<file path="src/rtl/cfg_vault.sv">
module cfg_vault #(
  parameter int FUSE_WORDS = 32,
  parameter int WORD_W     = 8,
  parameter int SIG_BYTES  = 8
) (
  input  logic                         clk,
  input  logic                         rst_n,
  input  logic                         cmd_valid,
  output logic                         cmd_ready,
  input  logic [2:0]                   cmd_op,
  input  logic [$clog2(FUSE_WORDS)-1:0] cmd_addr,
  input  logic [WORD_W-1:0]            cmd_wdata,
  output logic                         rsp_valid,
  output logic [WORD_W-1:0]            rsp_data,
  output logic                         rsp_denied,
  output logic                         pre_stb,
  output logic [WORD_W-1:0]            pre_data,
  output logic                         locked,
  output logic [FUSE_WORDS*WORD_W-1:0] cfg_bits
);
  localparam int IMG_W  = FUSE_WORDS * WORD_W;
  localparam int SIG_W  = SIG_BYTES * 8;
  localparam int SIG_AW = $clog2(SIG_BYTES);

  localparam logic [2:0] OP_WR     = 3'd0;
  localparam logic [2:0] OP_VERIFY = 3'd1;
  localparam logic [2:0] OP_SIGWR  = 3'd2;
  localparam logic [2:0] OP_SIGRD  = 3'd3;
  localparam logic [2:0] OP_PRE    = 3'd4;
  localparam logic [2:0] OP_LOCK   = 3'd5;
  localparam logic [2:0] OP_ERASE  = 3'd6;
  localparam logic [2:0] OP_RSV    = 3'd7;

  logic [IMG_W-1:0]  img_q;
  logic [SIG_W-1:0]  sig_q;
  logic              lock_q;
  logic              ready_q;
  logic [SIG_AW-1:0] sig_idx;
  logic [WORD_W-1:0] img_word, sig_word, rd_word;
  logic              take, guarded, deny;

  assign take     = cmd_valid && ready_q;
  assign sig_idx  = cmd_addr[SIG_AW-1:0];
  assign img_word = img_q[cmd_addr*WORD_W +: WORD_W];
  assign sig_word = WORD_W'(sig_q[sig_idx*8 +: 8]);
  assign guarded  = lock_q && (cmd_op == OP_WR || cmd_op == OP_VERIFY ||
                               cmd_op == OP_SIGWR || cmd_op == OP_PRE);
  assign deny     = guarded || (cmd_op == OP_RSV);
  assign rd_word  = (cmd_op == OP_VERIFY) ? img_word :
                    (cmd_op == OP_SIGRD)  ? sig_word : '0;

  assign cmd_ready = ready_q;
  assign locked    = lock_q;
  assign cfg_bits  = img_q;

  always_ff @(posedge clk) begin
    if (take) begin
      case (cmd_op)
        OP_WR:    if (!lock_q) img_q[cmd_addr*WORD_W +: WORD_W] <= cmd_wdata;
        OP_SIGWR: if (!lock_q) sig_q[sig_idx*8 +: 8] <= cmd_wdata[7:0];
        OP_LOCK:  lock_q <= 1'b1;
        OP_ERASE: begin
          img_q  <= '0;
          sig_q  <= '0;
          lock_q <= 1'b0;
        end
        default: ;
      endcase
    end
  end

  always_ff @(posedge clk or negedge rst_n) begin
    if (!rst_n) begin
      ready_q    <= 1'b0;
      rsp_valid  <= 1'b0;
      rsp_data   <= '0;
      rsp_denied <= 1'b0;
      pre_stb    <= 1'b0;
      pre_data   <= '0;
    end else begin
      ready_q    <= 1'b1;
      rsp_valid  <= take;
      rsp_denied <= take && deny;
      rsp_data   <= (take && !deny) ? rd_word : '0;
      pre_stb    <= take && (cmd_op == OP_PRE) && !lock_q;
      if (take && (cmd_op == OP_PRE) && !lock_q) pre_data <= cmd_wdata;
    end
  end
endmodule


</file>
<file path="config.mk">
export PLATFORM = sky130hd
export DESIGN_NAME = cfg_vault
export DESIGN_NICKNAME = d
export VERILOG_FILES = /design/src/rtl/cfg_vault.sv
export SDC_FILE = /design/constraint.sdc
export NUM_CORES = 1
export LEC_CHECK = 0
export CORE_MARGIN = 2
export CORE_UTILIZATION = 50
export CTS_CLUSTER_SIZE = 8
export DETAILED_ROUTE_END_ITERATION = 6
export HOLD_SLACK_MARGIN = 0.06
export PLACE_DENSITY = 0.77
export SLEW_MARGIN = 15
export SYNTH_ARGS = -nofsm -noshare
export SYNTH_HDL_FRONTEND = slang
export SYNTH_SLANG_ARGS = --single-unit
</file>
<file path="constraint.sdc">
create_clock -name clk -period 43.5 [get_ports clk]
set_input_delay 6.525 -clock clk [delete_from_list [all_inputs] [get_ports clk]]
set_output_delay 6.525 -clock clk [all_outputs]
set_load 0.005 [all_outputs]
</file>
# == Yosys cells after proc, flatten, opt, wreduce, memory -nomap -nowiden ==
# Cells that the tools add are included.
# op_classes
add_sub_neg,2
n_eq_ne,9
n_shift,6
muxes,10
n_reduce_logical,19
# ops
op,count
one-hot mux 256 bit (2 select lines),1
bitwise mux 256 bit,1
two-way mux 256 bit,1
variable shift 8 x 34 -> 256 bit (first input constant),1
indexed part select 256 x 9 -> 8 bit,1
indexed part select 8 x 34 -> 256 bit,1
one-hot mux 64 bit (2 select lines),1
bitwise mux 64 bit,1
two-way mux 64 bit,1
variable shift 8 x 34 -> 64 bit (first input constant),1
indexed part select 64 x 7 -> 8 bit,1
indexed part select 8 x 34 -> 64 bit,1
negator 6 -> 34 bit,1
negator 8 -> 34 bit,1
two-way mux 8 bit,3
equality test 3 bit (second input constant),4
equality test 3 x 2 -> 1 bit (second input constant),2
logical AND 1 bit,6
AND reduction 3 bit,2
nonzero test 2 bit,3
logical OR 1 bit,4
!= test 2 bit (second input constant),2
equality test 3 x 1 -> 1 bit (second input constant),1
zero test 3 bit,1
other kinds (3),4
# totals
regBits,341
input_bits,19
output_inout_bits,277

# == Longest topological paths before layout ==
# Gate-level depths: netlist of the first run.
# logic_depth
depth_word,9
ltp_mapped,14

# == Worst setup path after synthesis of the first run ==
# Ideal clock, no wire load.
# synth_path
kind,input to register
from,input cmd_op[2]
to,register img_q[0] (netlist: cfg_bits[0]) (enable)
setup_time_ns,1.265
arrival_time_ns,25.337
required_time_ns,42.235
path_slack_ns,16.898
stages,4
path_buffers,1
cell_sequence,clkbuf_1 nor2_1 nand2_1 a21boi_0
# synth_via
elab_chain_cells,3
word_cells_on_any_way,5
cone_classes,eq/ne: 2; reduce/logical: 3
# synth_rtl
element,line_no,text
from (decl),10,"input logic [2:0] cmd_op,"
equality test 3 bit or zero test 3 bit (tied branches),58,case (cmd_op)
nonzero test 2 bit (no source line) or != test 2 bit (tied branches),-,
AND reduction 3 bit (no source line) *,-,
"to (signal, indexed assignment)",59,OP_WR: if (!lock_q) img_q[cmd_addr*WORD_W +: WORD_W] <= cmd_wdata;
to (decl),34,logic [IMG_W-1:0] img_q;
# Every way passes the cells marked *; elsewhere a longest branch is shown, timed or not.
# A chain may end at the register's enable or synchronous reset.

# == Final worst setup path of the first run ==
# layout_path
from,input cmd_op[1]
to,"register img_q[48] (netlist: cfg_bits[48]), data pin"
# layout_via
elab_chain_cells,2
word_cells_on_any_way,3
cone_classes,eq/ne: 1; mux: 1; reduce/logical: 1
# layout_rtl
element,line_no
equality test 3 bit or zero test 3 bit (tied branches),58
one-hot mux 256 bit (2 select lines) *,58
# Marks and branches as above.

==> results.sh, run 1 <==
export IMPL_syn_inst=1695
export IMPL_ios=296
export IMPL_ctsResizeCount=0
export IMPL_wire_per_inst_um=29.0
export IMPL_dieWidth_um=201
export IMPL_worstSetupStartpointType="input port"
export IMPL_h_tree_depth=2
export IMPL_cts_root_buf="clkbuf_16"
export IMPL_outcome="finished with violations"
export IMPL_ir_drop_uv=29.7
export IMPL_rows=72
export IMPL_gp_congestion=0.956
export IMPL_cts_buffers=48
export IMPL_synth_avg_cell_area_um2=11.5
export IMPL_setup_violations=0
export IMPL_arrival_ps=10340
export IMPL_tightest_slew_ps=1340
export IMPL_max_stage_delay_ps=970
export IMPL_total_power_mw=0.805
export IMPL_power_density_mw_per_mm2=33.7
export IMPL_worst_ep_required_time_ps=43760
export IMPL_cp_max_fo=97
export IMPL_crit_buf_inv=3
export IMPL_start_util_pct=50.5
export IMPL_diodes=0
export IMPL_clock_skew_ps=23.4
export IMPL_crit_chain="clkdlybuf4s50_1 > nand2_1 > nor2_4 > buf_4 > buf_4 > nor2_1"
export IMPL_grtUsageTotal_pct=34.4
export IMPL_async_flop_share_pct=5.87
export IMPL_grt_pass1_vias=15700
export IMPL_synth_edf_count=321
export IMPL_hpwl_um=49100
export IMPL_critPathCaptureType="flip-flop"
export IMPL_hold_violations=0
export IMPL_core_mm2=0.0385
export IMPL_die_area_mm2=0.0404
export IMPL_post_cts_buffers=0
export IMPL_hold_start="pre_data[7]$_DFFE_PN0P_"
export IMPL_synth_warnings=0
export IMPL_p_leak_nw=8.29
export IMPL_relSlewSlack_pct=10.2
export IMPL_ctsHoldBuffers=0
export IMPL_viasPerCell=6.71
export IMPL_layout_commonest_cell="edfxtp_1"
export IMPL_cts_tree="done"
export IMPL_drc_errors=23
export IMPL_portBuffers=295
export IMPL_min_period_over_period_pct=23.2
export IMPL_path_class="input port to flip-flop"
export IMPL_path_common_cell="buf_4"
export IMPL_drt_wl_total_um=71000
export IMPL_final_nets=1943
export IMPL_setup_tns_ps=0
export IMPL_cap_violations=0
export IMPL_drt_pass1_iter_count=7
export IMPL_reg2reg_from="cmd_ready$_DFF_PN0_"
export IMPL_grt_overflow_total=0
export IMPL_rsz0062_at_grt="false"
export IMPL_synth_area_mm2=0.0194
export IMPL_crit_family="buffers and inverters"
export IMPL_clkSinkCount=341
export IMPL_crit_slowest_cell="buf_4"
export IMPL_synth_fp_nets=1720
export IMPL_grt_pass1_wl_um=104000
export IMPL_max_freq_ghz=0.0992
export IMPL_grt_max_degree=193
export IMPL_layout_common_cells="edfxtp_1 (321), clkdlybuf4s50_1 (292), mux2i_1 (208)"
export IMPL_vias=16400
export IMPL_drive_above_1_share_pct=10.9
export IMPL_clockBufferDepth=3
export IMPL_area_growth_pct=22.9
export IMPL_ys_ff_latch=341
export IMPL_die_h_um=201
export IMPL_timing_final_crit_period_ps=10080
export IMPL_synth_sequential_area_ratio_pct=52.2
export IMPL_synthDistinctLibCells=67
export IMPL_slew_violations=0
export IMPL_drt_iter0_markers=2819
export IMPL_min_path_type="flip-flop to flip-flop"
export IMPL_violations="DRC"
export IMPL_cts_clk_slew_worst_paths_ps=50
export IMPL_ys_flop_type="edfxtp_1"
export IMPL_grt_antenna_before_repair=3
export IMPL_clock_latency_ps=560
export IMPL_crit_start="cmd_op[1]"
export IMPL_ant_nets=0
-- logic make-up (layout without fill, tap and decap cells) --
kind of cell             count (synthesis)  after routing  share of synthesized area [%]
AO/OA/AOI/OAI                          293            293                           8.81
AND/OR/NAND/NOR                        602            602                           15.5
buffers and inverters                  157            391                           3.63
adder cells (fa/ha/maj)                  6              6                          0.387
flip-flops                             341            341                           52.2
other                                    1              1                         0.0193
multiplexers                           293            293                           19.3
XOR/XNOR                                 2              2                         0.0902
-- registers in the layout, summed over array words and instances, names as in the netlist --
| register | flops |
|---|---|
| cfg_bits | 256 |
| sig_q | 64 |
| pre_data | 8 |
| rsp_data | 8 |
| cmd_ready | 1 |
| locked | 1 |
| pre_stb | 1 |
| rsp_denied | 1 |
| rsp_valid | 1 |
-- layer usage --
| layer | track usage [%] | wire, um | vias to the layer above |
|---|---|---|---|
| li1 | - | - | 6800 |
| met1 | 47.4 | 26000 | 7905 |
| met2 | 51.0 | 31100 | 1456 |
| met3 | 8.31 | 9800 | 257 |
| met4 | 17.1 | 4050 | 4 |
| met5 | 0 | 25 | - |
-- worst register-to-register path: stages, from the launching register on --
cell and delay (ps):
dfrtp_1 330, nand2_1 180, nor2_1 200, a21boi_4 200, buf_4 680, buf_12 680
-- cells in the mapped netlist, drive strengths merged, types with 14 or more instances --
master    n  area, um2
clkbuf   92        345
nor2    199        747
nand3   127        648
edfxtp  321       9640
nor4     14        238
o21ai    88        482
dfrtp    20        500
nor3b    33        248
nand2   129        484
and2     41        257
mux2i   208       2080
mux4     63       1420
a21oi   156        811
mux2     22        248
buf      54        318
-- where the power goes --
part / internal, mW / switching [mW]
sequential: 0.367 / 0.00618
combinational: 0.0345 / 0.0609
clock: 0.200 / 0.136
total: 0.602 / 0.203
-- through the flow --
step                      area [um2]  std cells  setup slack (ps)  utilization, %  hold WS (ps)
after floorplan                19400       1695             16900               -           504
after global placement         22600       2386             32990            58.7           492
after detailed placement       22600       2386             32910            58.7           500
after CTS                      23900       2447             33530            62.1           514
after global routing           23900       2447             33240            62.1           529
final                          23900       2447             33420            62.1           511
-- cell type report --
cell class              instances  area, um2
fillers                      2991      14600
flip-flops and latches        341      10100
multi-input cells            1197       8630
repair buffers                319       3140
clock buffers                  58       1260
well taps                     518        648
inverters                      11       41.3
clock inverters                 3       22.5
-- final timing paths --
kind	to	slack [ps]	depth (start not counted)
min in group asynchronous	cmd_ready$_DFF_PN0_	6530	1
worst max register to register	cfg_bits[103]$_SDFFCE_PN0P_	40490	5
worst max-delay path	cfg_bits[48]$_SDFFCE_PN0P_	33420	6
max in group asynchronous	pre_data[7]$_DFFE_PN0P_	36360	1
worst min register to register	pre_data[7]$_DFFE_PN0P_	510	1
worst min-delay path	pre_data[7]$_DFFE_PN0P_	510	1
Note: power is estimated with default switching activity, not from simulation.
==> run 2, diff against run 1 <==
Settings changed: PLACE_DENSITY 0.77 to 0.8.
Clock period 43.5 ns to 8.5 ns, I/O delays scaled along.
==> results.sh, run 2 (synthesis gave the netlist of run 1 again) <==
export IMPL_slew_violations=0
export IMPL_violations="DRC"
export IMPL_drt_iter0_markers=3070
export IMPL_worst_ep_required_time_ps=8790
export IMPL_viasPerCell=6.80
export IMPL_rows=72
export IMPL_max_freq_ghz=0.200
export IMPL_busiest_layer="met2"
export IMPL_arrival_ps=5290
export IMPL_clock_latency_ps=570
export IMPL_crit_start="cmd_addr[0]"
export IMPL_drive_above_1_share_pct=10.8
export IMPL_ios=296
export IMPL_ctsResizeCount=0
export IMPL_min_period_over_period_pct=58.9
export IMPL_clkSinkCount=341
export IMPL_min_path_type="flip-flop to flip-flop"
export IMPL_path_class="input port to flip-flop"
export IMPL_ir_drop_uv=155
export IMPL_area_growth_pct=22.8
export IMPL_cts_clk_slew_worst_paths_ps=50
export IMPL_setup_violations=0
export IMPL_reg2reg_from="cmd_ready$_DFF_PN0_"
export IMPL_power_density_mw_per_mm2=173
export IMPL_grt_overflow_total=0
export IMPL_grt_use_met3_pct=8.30
export IMPL_drc_errors=1
export IMPL_critPathCaptureType="flip-flop"
export IMPL_fin_util_pct=62.0
export IMPL_cap_violations=0
export IMPL_tightest_slew_ps=1320
export IMPL_post_cts_buffers=0
export IMPL_dieWidth_um=201
export IMPL_hold_violations=0
export IMPL_portBuffers=295
export IMPL_wire_per_inst_um=29.2
export IMPL_r2r_slack_ps=5740
export IMPL_met1_usage_pct=46.6
export IMPL_reg2reg_to="cfg_bits[0]$_SDFFCE_PN0P_"
export IMPL_largest_register_ffs=256
export IMPL_dpl_cell_area_mm2=0.0226
export IMPL_grt_antenna_before_repair=3
export IMPL_grt_pass1_wl_um=103000
export IMPL_p_leak_nw=8.27
export IMPL_relSlewSlack_pct=11.9
export IMPL_grt_max_degree=190
export IMPL_outcome="finished with violations"
export IMPL_setup_tns_ps=0
export IMPL_design_area_mm2=0.0239
export IMPL_layout_common_cells="edfxtp_1 (321), clkdlybuf4s50_1 (290), mux2i_1 (208)"
export IMPL_r2r_cells=5
export IMPL_start_util_pct=50.5
export IMPL_clockBufferDepth=3
export IMPL_met2_usage_pct=50.9
export IMPL_final_nets=1937
export IMPL_core_mm2=0.0385
export IMPL_endpoint="cfg_bits[175]$_SDFFCE_PN0P_"
export IMPL_drt_pass1_iter_count=7
export IMPL_h_tree_depth=2
export IMPL_worstSetupStartpointType="input port"
export IMPL_timing_final_crit_period_ps=5010
export IMPL_grtUsageTotal_pct=34.2
export IMPL_cp_max_fo=49
export IMPL_ant_nets=0
export IMPL_clock_skew_ps=21.1
export IMPL_die_area_mm2=0.0404
export IMPL_cts_root_buf="clkbuf_16"
export IMPL_vias=16600
export IMPL_die_h_um=201
export IMPL_hpwl_um=49200
export IMPL_grt_pass1_vias=15500
export IMPL_layout_commonest_cell="edfxtp_1"
export IMPL_gp_congestion=0.962
export IMPL_drt_wl_total_um=71300
export IMPL_cts_tree="done"
export IMPL_rsz0062_at_grt="false"
export IMPL_ctsHoldBuffers=0
export IMPL_cts_buffers=48
-- run 2: cell types whose count changed in the layout (fill, tap and decap cells not counted), sizes merged --
| cell | previous run | this run |
|---|---|---|
| clkdlybuf4s50 | 292 | 290 |
| buf | 27 | 23 |
| diode | 0 | 1 |
-- run 2: power by group --
group / switching [mW] / internal, mW
Sequential: 0.0318 / 1.88
Clock: 0.714 / 1.02
Combinational: 0.312 / 0.175
-- run 2: routing by layer --
metal / up-vias / wire, um
met5: - / 59
met4: 4 / 4110
met3: 262 / 9810
met2: 1531 / 31500
met1: 8029 / 25800
li1: 6769 / -
-- run 2: worst min path at each step --
stage	endpoint	start	slack, ps	depth (start not counted)
after floorplan	pre_data[0]$_DFFE_PN0P_	pre_data[0]$_DFFE_PN0P_	500	1
after global placement	pre_data[6]$_DFFE_PN0P_	pre_data[6]$_DFFE_PN0P_	500	1
after detailed placement	pre_data[2]$_DFFE_PN0P_	pre_data[2]$_DFFE_PN0P_	500	1
after CTS	pre_data[1]$_DFFE_PN0P_	pre_data[1]$_DFFE_PN0P_	520	1
after global routing	pre_data[6]$_DFFE_PN0P_	pre_data[6]$_DFFE_PN0P_	530	1
final	pre_data[6]$_DFFE_PN0P_	pre_data[6]$_DFFE_PN0P_	510	1
-- run 2: cell type report --
| type | instances | area, um2 |
|---|---|---|
| well taps | 518 | 648 |
| inverters | 11 | 41.3 |
| multi-input cells | 1197 | 8630 |
| clock inverters | 3 | 22.5 |
| clock buffers | 58 | 1260 |
| fillers | 2999 | 14600 |
| repair buffers | 313 | 3110 |
| diodes | 1 | 2.50 |
| flip-flops and latches | 341 | 10100 |
-- run 2: stage by stage --
stage	cells	power, mW	hold WS [ps]	setup slack (ps)
after global routing	2442	4.22	532	3270
after CTS	2441	4.11	516	3530
final	2442	4.14	512	3490
after global placement	2380	2.40	495	2850
after detailed placement	2380	2.41	505	2970
after floorplan	1695	2.22	504	1910
-- run 2: worst max-delay path, stage by stage --
cell,delay [ps]
buf_4,650
inv_2,240
ha_1,310
nor2b_1,170
and2_1,190
ha_1,550
nand3b_2,650
nor4_4,820
mux2i_1,310
nor2_1,70
